$ cat config.mk
export PLATFORM = sky130hd
export DESIGN_NAME = busenum_engine
export DESIGN_NICKNAME = d
export VERILOG_FILES = /design/src/rtl/busenum_pkg.sv /design/src/rtl/busenum_stack.sv /design/src/rtl/busenum_cfg_port.sv /design/src/rtl/busenum_engine.sv
export SDC_FILE = /design/constraint.sdc
export NUM_CORES = 1
export LEC_CHECK = 0
export BUFFER_PORTS_ARGS = -buffer_cell sky130_fd_sc_hd__buf_2
export CORE_ASPECT_RATIO = 0.75
export CORE_MARGIN = 3
export CORE_UTILIZATION = 53
export CTS_BUF_LIST = sky130_fd_sc_hd__clkbuf_16
export CTS_CLUSTER_DIAMETER = 50
export DETAILED_ROUTE_END_ITERATION = 8
export PLACE_DENSITY = 0.76
export SKIP_LAST_GASP = 1
export SYNTH_ARGS = -nofsm -noshare
export SYNTH_HDL_FRONTEND = slang
export SYNTH_HIERARCHICAL = 1
export SYNTH_SLANG_ARGS = --single-unit
$ cat constraint.sdc
create_clock -name clk -period 3.55 [get_ports clk]
set_input_delay 0.1775 -clock clk [delete_from_list [all_inputs] [get_ports clk]]
set_output_delay 0.1775 -clock clk [all_outputs]
set_load 0.005 [all_outputs]
$ cat src/rtl/busenum_pkg.sv
package busenum_pkg;
  localparam int BUS_W = 8;
  localparam int DEV_W = 5;
  localparam int FN_W  = 3;
  localparam int REG_W = 6;
  localparam int DW    = 32;

  localparam logic [15:0]      NO_VENDOR    = 16'hFFFF;
  localparam logic [7:0]       BRIDGE_CLASS = 8'h06;
  localparam logic [7:0]       SUB_OPEN     = 8'hFF;
  localparam logic [REG_W-1:0] REG_IDENT    = 6'd0;
  localparam logic [REG_W-1:0] REG_CLASS    = 6'd2;
  localparam logic [REG_W-1:0] REG_HDR      = 6'd3;
  localparam logic [REG_W-1:0] REG_BUSNUM   = 6'd6;

  typedef enum logic [3:0] {
    S_IDLE, S_PROBE, S_HDR, S_CLASS, S_OPEN,
    S_NEXT_FN, S_NEXT_DEV, S_END_BUS, S_POP, S_CLOSE
  } walk_state_t;

  typedef struct packed {
    logic [BUS_W-1:0] bus;
    logic [DEV_W-1:0] dev;
    logic [FN_W-1:0]  fn;
    logic             multi;
    logic [BUS_W-1:0] sec;
  } frame_t;
endpackage

$ cat src/rtl/busenum_stack.sv
module busenum_stack #(
  parameter int DEPTH = 4,
  parameter int W     = 25,
  localparam int AW   = (DEPTH > 1) ? $clog2(DEPTH) : 1
) (
  input  logic          clk,
  input  logic          wr_en,
  input  logic [AW-1:0] wr_addr,
  input  logic [W-1:0]  wr_data,
  input  logic [AW-1:0] rd_addr,
  output logic [W-1:0]  rd_data
);
  logic [W-1:0] mem [DEPTH];

  always_ff @(posedge clk) begin
    if (wr_en) mem[wr_addr] <= wr_data;
    rd_data <= mem[rd_addr];
  end
endmodule

$ cat src/rtl/busenum_cfg_port.sv
module busenum_cfg_port
  import busenum_pkg::*;
(
  input  logic             clk,
  input  logic             rst,
  input  logic             issue,
  input  logic             iss_we,
  input  logic [BUS_W-1:0] iss_bus,
  input  logic [DEV_W-1:0] iss_dev,
  input  logic [FN_W-1:0]  iss_fn,
  input  logic [REG_W-1:0] iss_reg,
  input  logic [DW-1:0]    iss_wdata,
  output logic             cfg_req,
  output logic             cfg_we,
  output logic [BUS_W-1:0] cfg_bus,
  output logic [DEV_W-1:0] cfg_dev,
  output logic [FN_W-1:0]  cfg_fn,
  output logic [REG_W-1:0] cfg_reg,
  output logic [DW-1:0]    cfg_wdata,
  input  logic             cfg_ack,
  input  logic [DW-1:0]    cfg_rdata,
  output logic             resp_valid,
  output logic             resp_absent,
  output logic             resp_multi,
  output logic             resp_bridge
);
  logic unused_rdata_bits;
  assign unused_rdata_bits = ^cfg_rdata[22:16];

  always_ff @(posedge clk) begin
    if (rst) begin
      cfg_req     <= 1'b0;
      cfg_we      <= 1'b0;
      cfg_bus     <= '0;
      cfg_dev     <= '0;
      cfg_fn      <= '0;
      cfg_reg     <= '0;
      cfg_wdata   <= '0;
      resp_valid  <= 1'b0;
      resp_absent <= 1'b0;
      resp_multi  <= 1'b0;
      resp_bridge <= 1'b0;
    end else begin
      resp_valid <= cfg_req && cfg_ack;
      if (cfg_req && cfg_ack) begin
        cfg_req     <= 1'b0;
        resp_absent <= (cfg_rdata[15:0] == NO_VENDOR);
        resp_multi  <= cfg_rdata[23];
        resp_bridge <= (cfg_rdata[31:24] == BRIDGE_CLASS);
      end else if (issue) begin
        cfg_req   <= 1'b1;
        cfg_we    <= iss_we;
        cfg_bus   <= iss_bus;
        cfg_dev   <= iss_dev;
        cfg_fn    <= iss_fn;
        cfg_reg   <= iss_reg;
        cfg_wdata <= iss_wdata;
      end
    end
  end

  AST_REQ_HOLD: assert property (@(posedge clk) disable iff (rst)
    cfg_req && !cfg_ack |=> cfg_req && $stable(cfg_we) && $stable(cfg_bus) && $stable(cfg_dev)
      && $stable(cfg_fn) && $stable(cfg_reg) && $stable(cfg_wdata));
  AST_ONE_OUTSTANDING: assert property (@(posedge clk) disable iff (rst)
    issue |-> !cfg_req && !resp_valid);
endmodule

$ cat src/rtl/busenum_engine.sv
module busenum_engine
  import busenum_pkg::*;
#(
  parameter int STACK_DEPTH = 4,
  parameter int CNT_W       = 17
) (
  input  logic             clk,
  input  logic             rst,
  input  logic             start,
  output logic             cfg_req,
  output logic             cfg_we,
  output logic [BUS_W-1:0] cfg_bus,
  output logic [DEV_W-1:0] cfg_dev,
  output logic [FN_W-1:0]  cfg_fn,
  output logic [REG_W-1:0] cfg_reg,
  output logic [DW-1:0]    cfg_wdata,
  input  logic             cfg_ack,
  input  logic [DW-1:0]    cfg_rdata,
  output logic             done,
  output logic [CNT_W-1:0] func_count,
  output logic [BUS_W-1:0] last_bus,
  output logic             depth_err
);
  localparam int SP_W = $clog2(STACK_DEPTH + 1);
  localparam int AW   = (STACK_DEPTH > 1) ? $clog2(STACK_DEPTH) : 1;
  localparam int FW   = $bits(frame_t);
  localparam logic [DEV_W-1:0] DEV_LAST = '1;
  localparam logic [FN_W-1:0]  FN_LAST  = '1;
  localparam logic [BUS_W-1:0] BUS_MAX  = '1;
  localparam logic [SP_W-1:0]  SP_FULL  = SP_W'(STACK_DEPTH);

  walk_state_t      state;
  logic [BUS_W-1:0] cur_bus, top_bus, cur_sec;
  logic [DEV_W-1:0] cur_dev;
  logic [FN_W-1:0]  cur_fn;
  logic             cur_multi, launched, derr;
  logic [SP_W-1:0]  sp;
  logic [CNT_W-1:0] count;

  logic             issue, iss_we;
  logic [REG_W-1:0] iss_reg;
  logic [DW-1:0]    iss_wdata;
  logic             resp_valid, resp_absent, resp_multi, resp_bridge;
  logic             push;
  frame_t           push_frame, pop_frame;
  logic [FW-1:0]    pop_bits;
  logic [BUS_W-1:0] next_bus;

  assign next_bus  = top_bus + 8'd1;
  assign pop_frame = frame_t'(pop_bits);

  always_comb begin
    issue     = 1'b0;
    iss_we    = 1'b0;
    iss_reg   = REG_IDENT;
    iss_wdata = '0;
    case (state)
      S_PROBE: begin issue = !launched; iss_reg = REG_IDENT; end
      S_HDR:   begin issue = !launched; iss_reg = REG_HDR;   end
      S_CLASS: begin issue = !launched; iss_reg = REG_CLASS; end
      S_OPEN: begin
        issue     = !launched;
        iss_we    = 1'b1;
        iss_reg   = REG_BUSNUM;
        iss_wdata = {8'h00, SUB_OPEN, next_bus, cur_bus};
      end
      S_CLOSE: begin
        issue     = !launched;
        iss_we    = 1'b1;
        iss_reg   = REG_BUSNUM;
        iss_wdata = {8'h00, top_bus, cur_sec, cur_bus};
      end
      default: ;
    endcase
  end

  assign push       = (state == S_OPEN) && resp_valid;
  assign push_frame = '{bus: cur_bus, dev: cur_dev, fn: cur_fn, multi: cur_multi, sec: next_bus};

  busenum_cfg_port u_port (
    .clk        (clk),
    .rst        (rst),
    .issue      (issue),
    .iss_we     (iss_we),
    .iss_bus    (cur_bus),
    .iss_dev    (cur_dev),
    .iss_fn     (cur_fn),
    .iss_reg    (iss_reg),
    .iss_wdata  (iss_wdata),
    .cfg_req    (cfg_req),
    .cfg_we     (cfg_we),
    .cfg_bus    (cfg_bus),
    .cfg_dev    (cfg_dev),
    .cfg_fn     (cfg_fn),
    .cfg_reg    (cfg_reg),
    .cfg_wdata  (cfg_wdata),
    .cfg_ack    (cfg_ack),
    .cfg_rdata  (cfg_rdata),
    .resp_valid (resp_valid),
    .resp_absent(resp_absent),
    .resp_multi (resp_multi),
    .resp_bridge(resp_bridge)
  );

  busenum_stack #(.DEPTH(STACK_DEPTH), .W(FW)) u_stack (
    .clk    (clk),
    .wr_en  (push),
    .wr_addr(AW'(sp)),
    .wr_data(push_frame),
    .rd_addr(AW'(sp - SP_W'(1))),
    .rd_data(pop_bits)
  );

  always_ff @(posedge clk) begin
    if (rst) begin
      state      <= S_IDLE;
      cur_bus    <= '0;
      cur_dev    <= '0;
      cur_fn     <= '0;
      cur_multi  <= 1'b0;
      cur_sec    <= '0;
      top_bus    <= '0;
      sp         <= '0;
      count      <= '0;
      launched   <= 1'b0;
      derr       <= 1'b0;
      done       <= 1'b0;
      func_count <= '0;
      last_bus   <= '0;
      depth_err  <= 1'b0;
    end else begin
      done <= 1'b0;
      if (issue) launched <= 1'b1;
      if (resp_valid) launched <= 1'b0;
      case (state)
        S_IDLE: if (start) begin
          cur_bus   <= '0;
          cur_dev   <= '0;
          cur_fn    <= '0;
          cur_multi <= 1'b0;
          top_bus   <= '0;
          sp        <= '0;
          count     <= '0;
          derr      <= 1'b0;
          state     <= S_PROBE;
        end
        S_PROBE: if (resp_valid) begin
          if (resp_absent) begin
            state <= (cur_fn == '0) ? S_NEXT_DEV : S_NEXT_FN;
          end else begin
            count <= count + 1'b1;
            state <= S_HDR;
          end
        end
        S_HDR: if (resp_valid) begin
          if (cur_fn == '0) cur_multi <= resp_multi;
          state <= S_CLASS;
        end
        S_CLASS: if (resp_valid) begin
          if (!resp_bridge || top_bus == BUS_MAX) begin
            state <= S_NEXT_FN;
          end else if (sp == SP_FULL) begin
            derr  <= 1'b1;
            state <= S_NEXT_FN;
          end else begin
            state <= S_OPEN;
          end
        end
        S_OPEN: if (resp_valid) begin
          sp        <= sp + 1'b1;
          top_bus   <= next_bus;
          cur_bus   <= next_bus;
          cur_dev   <= '0;
          cur_fn    <= '0;
          cur_multi <= 1'b0;
          state     <= S_PROBE;
        end
        S_NEXT_FN: begin
          if (!cur_multi || cur_fn == FN_LAST) begin
            state <= S_NEXT_DEV;
          end else begin
            cur_fn <= cur_fn + 1'b1;
            state  <= S_PROBE;
          end
        end
        S_NEXT_DEV: begin
          cur_fn    <= '0;
          cur_multi <= 1'b0;
          if (cur_dev == DEV_LAST) begin
            state <= S_END_BUS;
          end else begin
            cur_dev <= cur_dev + 1'b1;
            state   <= S_PROBE;
          end
        end
        S_END_BUS: begin
          if (sp == '0) begin
            done       <= 1'b1;
            func_count <= count;
            last_bus   <= top_bus;
            depth_err  <= derr;
            state      <= S_IDLE;
          end else begin
            sp    <= sp - 1'b1;
            state <= S_POP;
          end
        end
        S_POP: begin
          cur_bus   <= pop_frame.bus;
          cur_dev   <= pop_frame.dev;
          cur_fn    <= pop_frame.fn;
          cur_multi <= pop_frame.multi;
          cur_sec   <= pop_frame.sec;
          state     <= S_CLOSE;
        end
        S_CLOSE: if (resp_valid) state <= S_NEXT_FN;
        default: state <= S_IDLE;
      endcase
    end
  end

  AST_DONE_PULSE: assert property (@(posedge clk) disable iff (rst)
    done |=> !done);
  AST_SP_BOUND: assert property (@(posedge clk) disable iff (rst)
    sp <= SP_FULL);
  AST_WR_TARGET: assert property (@(posedge clk) disable iff (rst)
    cfg_req && cfg_we |-> cfg_reg == REG_BUSNUM && cfg_wdata[31:24] == 8'h00);
  AST_BUS_ORDER: assert property (@(posedge clk) disable iff (rst)
    cfg_req && cfg_we |-> cfg_wdata[15:8] > cfg_wdata[7:0] && cfg_wdata[23:16] >= cfg_wdata[15:8]);
  AST_IDLE_QUIET: assert property (@(posedge clk) disable iff (rst)
    state == S_IDLE |-> !launched);
  AST_NO_OVERFLOW: assert property (@(posedge clk) disable iff (rst)
    state == S_OPEN |-> top_bus != BUS_MAX);
endmodule

==> results.json <==
{
  "yosysTopAreaCell": "sky130_fd_sc_hd__dfxtp_1",
  "vias_per_cell": 5.63,
  "resized_gates_after_cts": 0,
  "rr_worst_depth": 5,
  "crit_type": "flip-flop to flip-flop",
  "setup.reg_to_reg.worst_slack_ps": 810,
  "clockBufferDepth": 3,
  "design.final.nets": 1149,
  "timing.hold.worst_path_depth": 3,
  "critical_path.max_fanout": 15,
  "num_antenna_cells": 0,
  "largest_register_ff_count": 100,
  "filler_cell_count": 1543,
  "finalNonFillerCells": 1376,
  "drv_cap": 0,
  "synth.yosys.warnings": 6,
  "synth_seq_area_share": 0.603,
  "floorplan.rows": 44,
  "reg_top3": "u_stack/mem x100, u_port/cfg_wdata x32, u_stack/rd_data x25",
  "final-setup-viol-count": 0,
  "timing.critical_path.arrival_ps": 2960,
  "r2r-end": "u_stack/mem[3][24]$_DFFE_PP_",
  "crit_family": "simple AND/OR/NAND/NOR gates",
  "antenna_violations_before_repair": 0,
  "period_minus_ws_final_ps": 2740,
  "ioPinCount": 119,
  "static_leakage_power_nw": 4.74,
  "die_h_um": 129,
  "start_util": 0.546,
  "die_width_um": 170,
  "synthesis.area_per_instance_um2": 10.8,
  "async_reset_ff_frac": 0,
  "timing.fmax_mhz": 366,
  "slew_violations": 0,
  "critical_path.cell_chain": "nor2_1 > nand2_1 > nor2_2 > and3_1 > buf_4",
  "global_route.overflow_total": 0,
  "gr-usage-all-layers": 0.216,
  "drcViolationCount": 0,
  "worstPathRequired_ps": 3770,
  "worstSetupEndpointType": "flip-flop",
  "wire_per_inst_um": 17.5,
  "cp_slowest_cell": "sky130_fd_sc_hd__and3_1",
  "dp.final_hpwl_mm": 15.0,
  "status": "finished clean",
  "clkTransAtPathRegs_ps": 70,
  "timing.rr.start": "state[1]$_SDFFE_PP0P_",
  "grt_pass1_vias": 7094,
  "worst_hold_path_type": "input port to flip-flop",
  "multi_input_comb_area_mm2": 0.00387,
  "post-place-cells": 1323,
  "sequential_cell_area_mm2": 0.00643,
  "irDropWorstVdd_uv": 382,
  "report.final.hold_viol_count": 0,
  "numPortBuffers": 111,
  "cts_buffers": 26,
  "yosysUniqueCellTypes": 69,
  "coreArea_mm2": 0.0195,
  "cp_num_buf_inv": 1,
  "drt_pass1_iterations": 5,
  "clock_tree_from_tritoncts": "yes",
  "syn-cell-area_mm2": 0.0107,
  "cts.sinks": 271,
  "final_antenna_net_count": 0,
  "synth.area.top_cells": "sky130_fd_sc_hd__dfxtp_1, sky130_fd_sc_hd__edfxtp_1, sky130_fd_sc_hd__nand2_1",
  "worstMarginPinSlew_ps": 844,
  "max-slew-margin-rel": 0.433,
  "ys_seq_elements": 271,
  "max_flop_register": "u_stack/mem",
  "crit_path_start_kind": "flip-flop",
  "layout-area-overhead-vs-synth_pct": 17.3,
  "number_of_vias_after_detailed_routing": 7746,
  "clk_root_buffer_cell": "sky130_fd_sc_hd__clkbuf_16",
  "post-route-period-util": 0.771,
  "cts.repair_timing.setup_buffer_count": 0,
  "cts.htree.levels": 1,
  "cellPowerDensity_mw_per_mm2": 631,
  "synthFlopType": "sky130_fd_sc_hd__dfxtp_1",
  "fin_tns_setup_ps": 0,
  "initialDrtViolationCount": 633,
  "timing.hold.worst_endpoint": "u_port/resp_valid$_SDFF_PP0_",
  "grt_max_degree": 59,
  "wl_final_mm": 24.1,
  "max_incr_delay_on_cp_ps": 520,
  "wire_length_of_the_first_global_routing_pass_mm": 38.3,
  "timing.clock.skew_ps": 5.24,
  "clock_latency_ps": 520,
  "design_power_total_mw": 7.90,
  "synth_edf_count": 100,
  "cts_hold_buffers": 5,
  "drive_above_1_share": 0.190,
  "yosysTopAreaCellShare": 0.321,
  "hp-start": "cfg_ack",
  "place.gp.congestion": 0.868,
  "syn-instance-count": 989,
  "unrepaired_setup_endpoints_after_global_routing": "false",
  "die_area_mm2": 0.0219
}
-- how the worst max path moves through the flow --
stage                          start                            to  slack [ps]  depth (start not counted)
2_1_floorplan  state[0]$_SDFFE_PP0P_   u_stack/mem[0][0]$_DFFE_PP_         100                          5
3_3_place_gp   state[1]$_SDFFE_PP0P_   u_stack/mem[3][7]$_DFFE_PP_        1040                          5
3_5_place_dp   state[1]$_SDFFE_PP0P_   u_stack/mem[3][7]$_DFFE_PP_         940                          5
4_1_cts        state[1]$_SDFFE_PP0P_  u_stack/mem[3][18]$_DFFE_PP_         880                          5
5_1_grt        state[1]$_SDFFE_PP0P_  u_stack/mem[3][18]$_DFFE_PP_         730                          5
6_report       state[1]$_SDFFE_PP0P_  u_stack/mem[3][24]$_DFFE_PP_         810                          5
-- tightest hold or removal path: stages --
cell and delay, ps:
sky130_fd_sc_hd__buf_2 150, sky130_fd_sc_hd__nand2_1 120, sky130_fd_sc_hd__nor2_1 70
-- metrics by stage --
step           worst slack [ps]  cell area (um^2)  hold slack (ps)   util
2_1_floorplan               100             10700              262      -
3_3_place_gp               1040             11400              420  0.586
3_5_place_dp                938             11400              435  0.586
4_1_cts                     880             12500             28.9  0.640
5_1_grt                     727             12500             79.4  0.640
6_report                    814             12500             45.5  0.640
-- cells in the mapped netlist (all sizes together), types with 10 or more instances --
cell	instances
a211oi	13
dfxtp	171
nor2b	17
a21oi	120
clkbuf	29
o21ai	15
ha	10
nor2	51
nand3	17
buf	36
nand4	12
mux4	25
xor2	11
edfxtp	100
nand2	233
inv	15
-- cells by family after synthesis --
group,count (synthesis),share of synthesized area
AND/OR/NAND/NOR,385,0.161
flip-flops,271,0.603
AO/OA/AOI/OAI,192,0.108
buffers and inverters,80,0.0398
multiplexers,30,0.0594
XOR/XNOR,20,0.0164
adder cells (fa/ha/maj),10,0.0117
other,1,0.000352
-- metal layers --
metal | GRT usage | vias to the layer above | part of all wire
met5 | 0 | - | 0
met2 | 0.340 | 255 | 0.47
li1 | - | 3697 | -
met3 | 0.0387 | 43 | 0.067
met1 | 0.315 | 3751 | 0.45
met4 | 0.0538 | 0 | 0.018
-- layout by cell type (no fill, tap or decap), drive strengths merged, types with 12 or more instances in the layout --
| cell | count |
|---|---|
| a211oi | 13 |
| a21oi | 120 |
| buf | 136 |
| clkbuf | 27 |
| dfxtp | 171 |
| edfxtp | 100 |
| inv | 18 |
| mux4 | 25 |
| nand2 | 233 |
| nand3 | 17 |
| nand4 | 12 |
| nor2 | 51 |
| nor2b | 17 |
| o21ai | 15 |
-- final cells by class --
class,instances,area share
inverter,15,0.00450
timing repair buffer,141,0.0666
sequential,271,0.514
clock inverter,21,0.0266
clock buffer,27,0.0540
multi-input combinational,648,0.309
tap,253,0.0253
-- power breakdown --
group | total (mW) | internal [mW] | switching, mW
sequential | 3.53 | 3.38 | 0.146
clock | 3.20 | 2.04 | 1.17
combinational | 1.17 | 0.402 | 0.764
No activity file was read; power rests on OpenSTA's default activity.
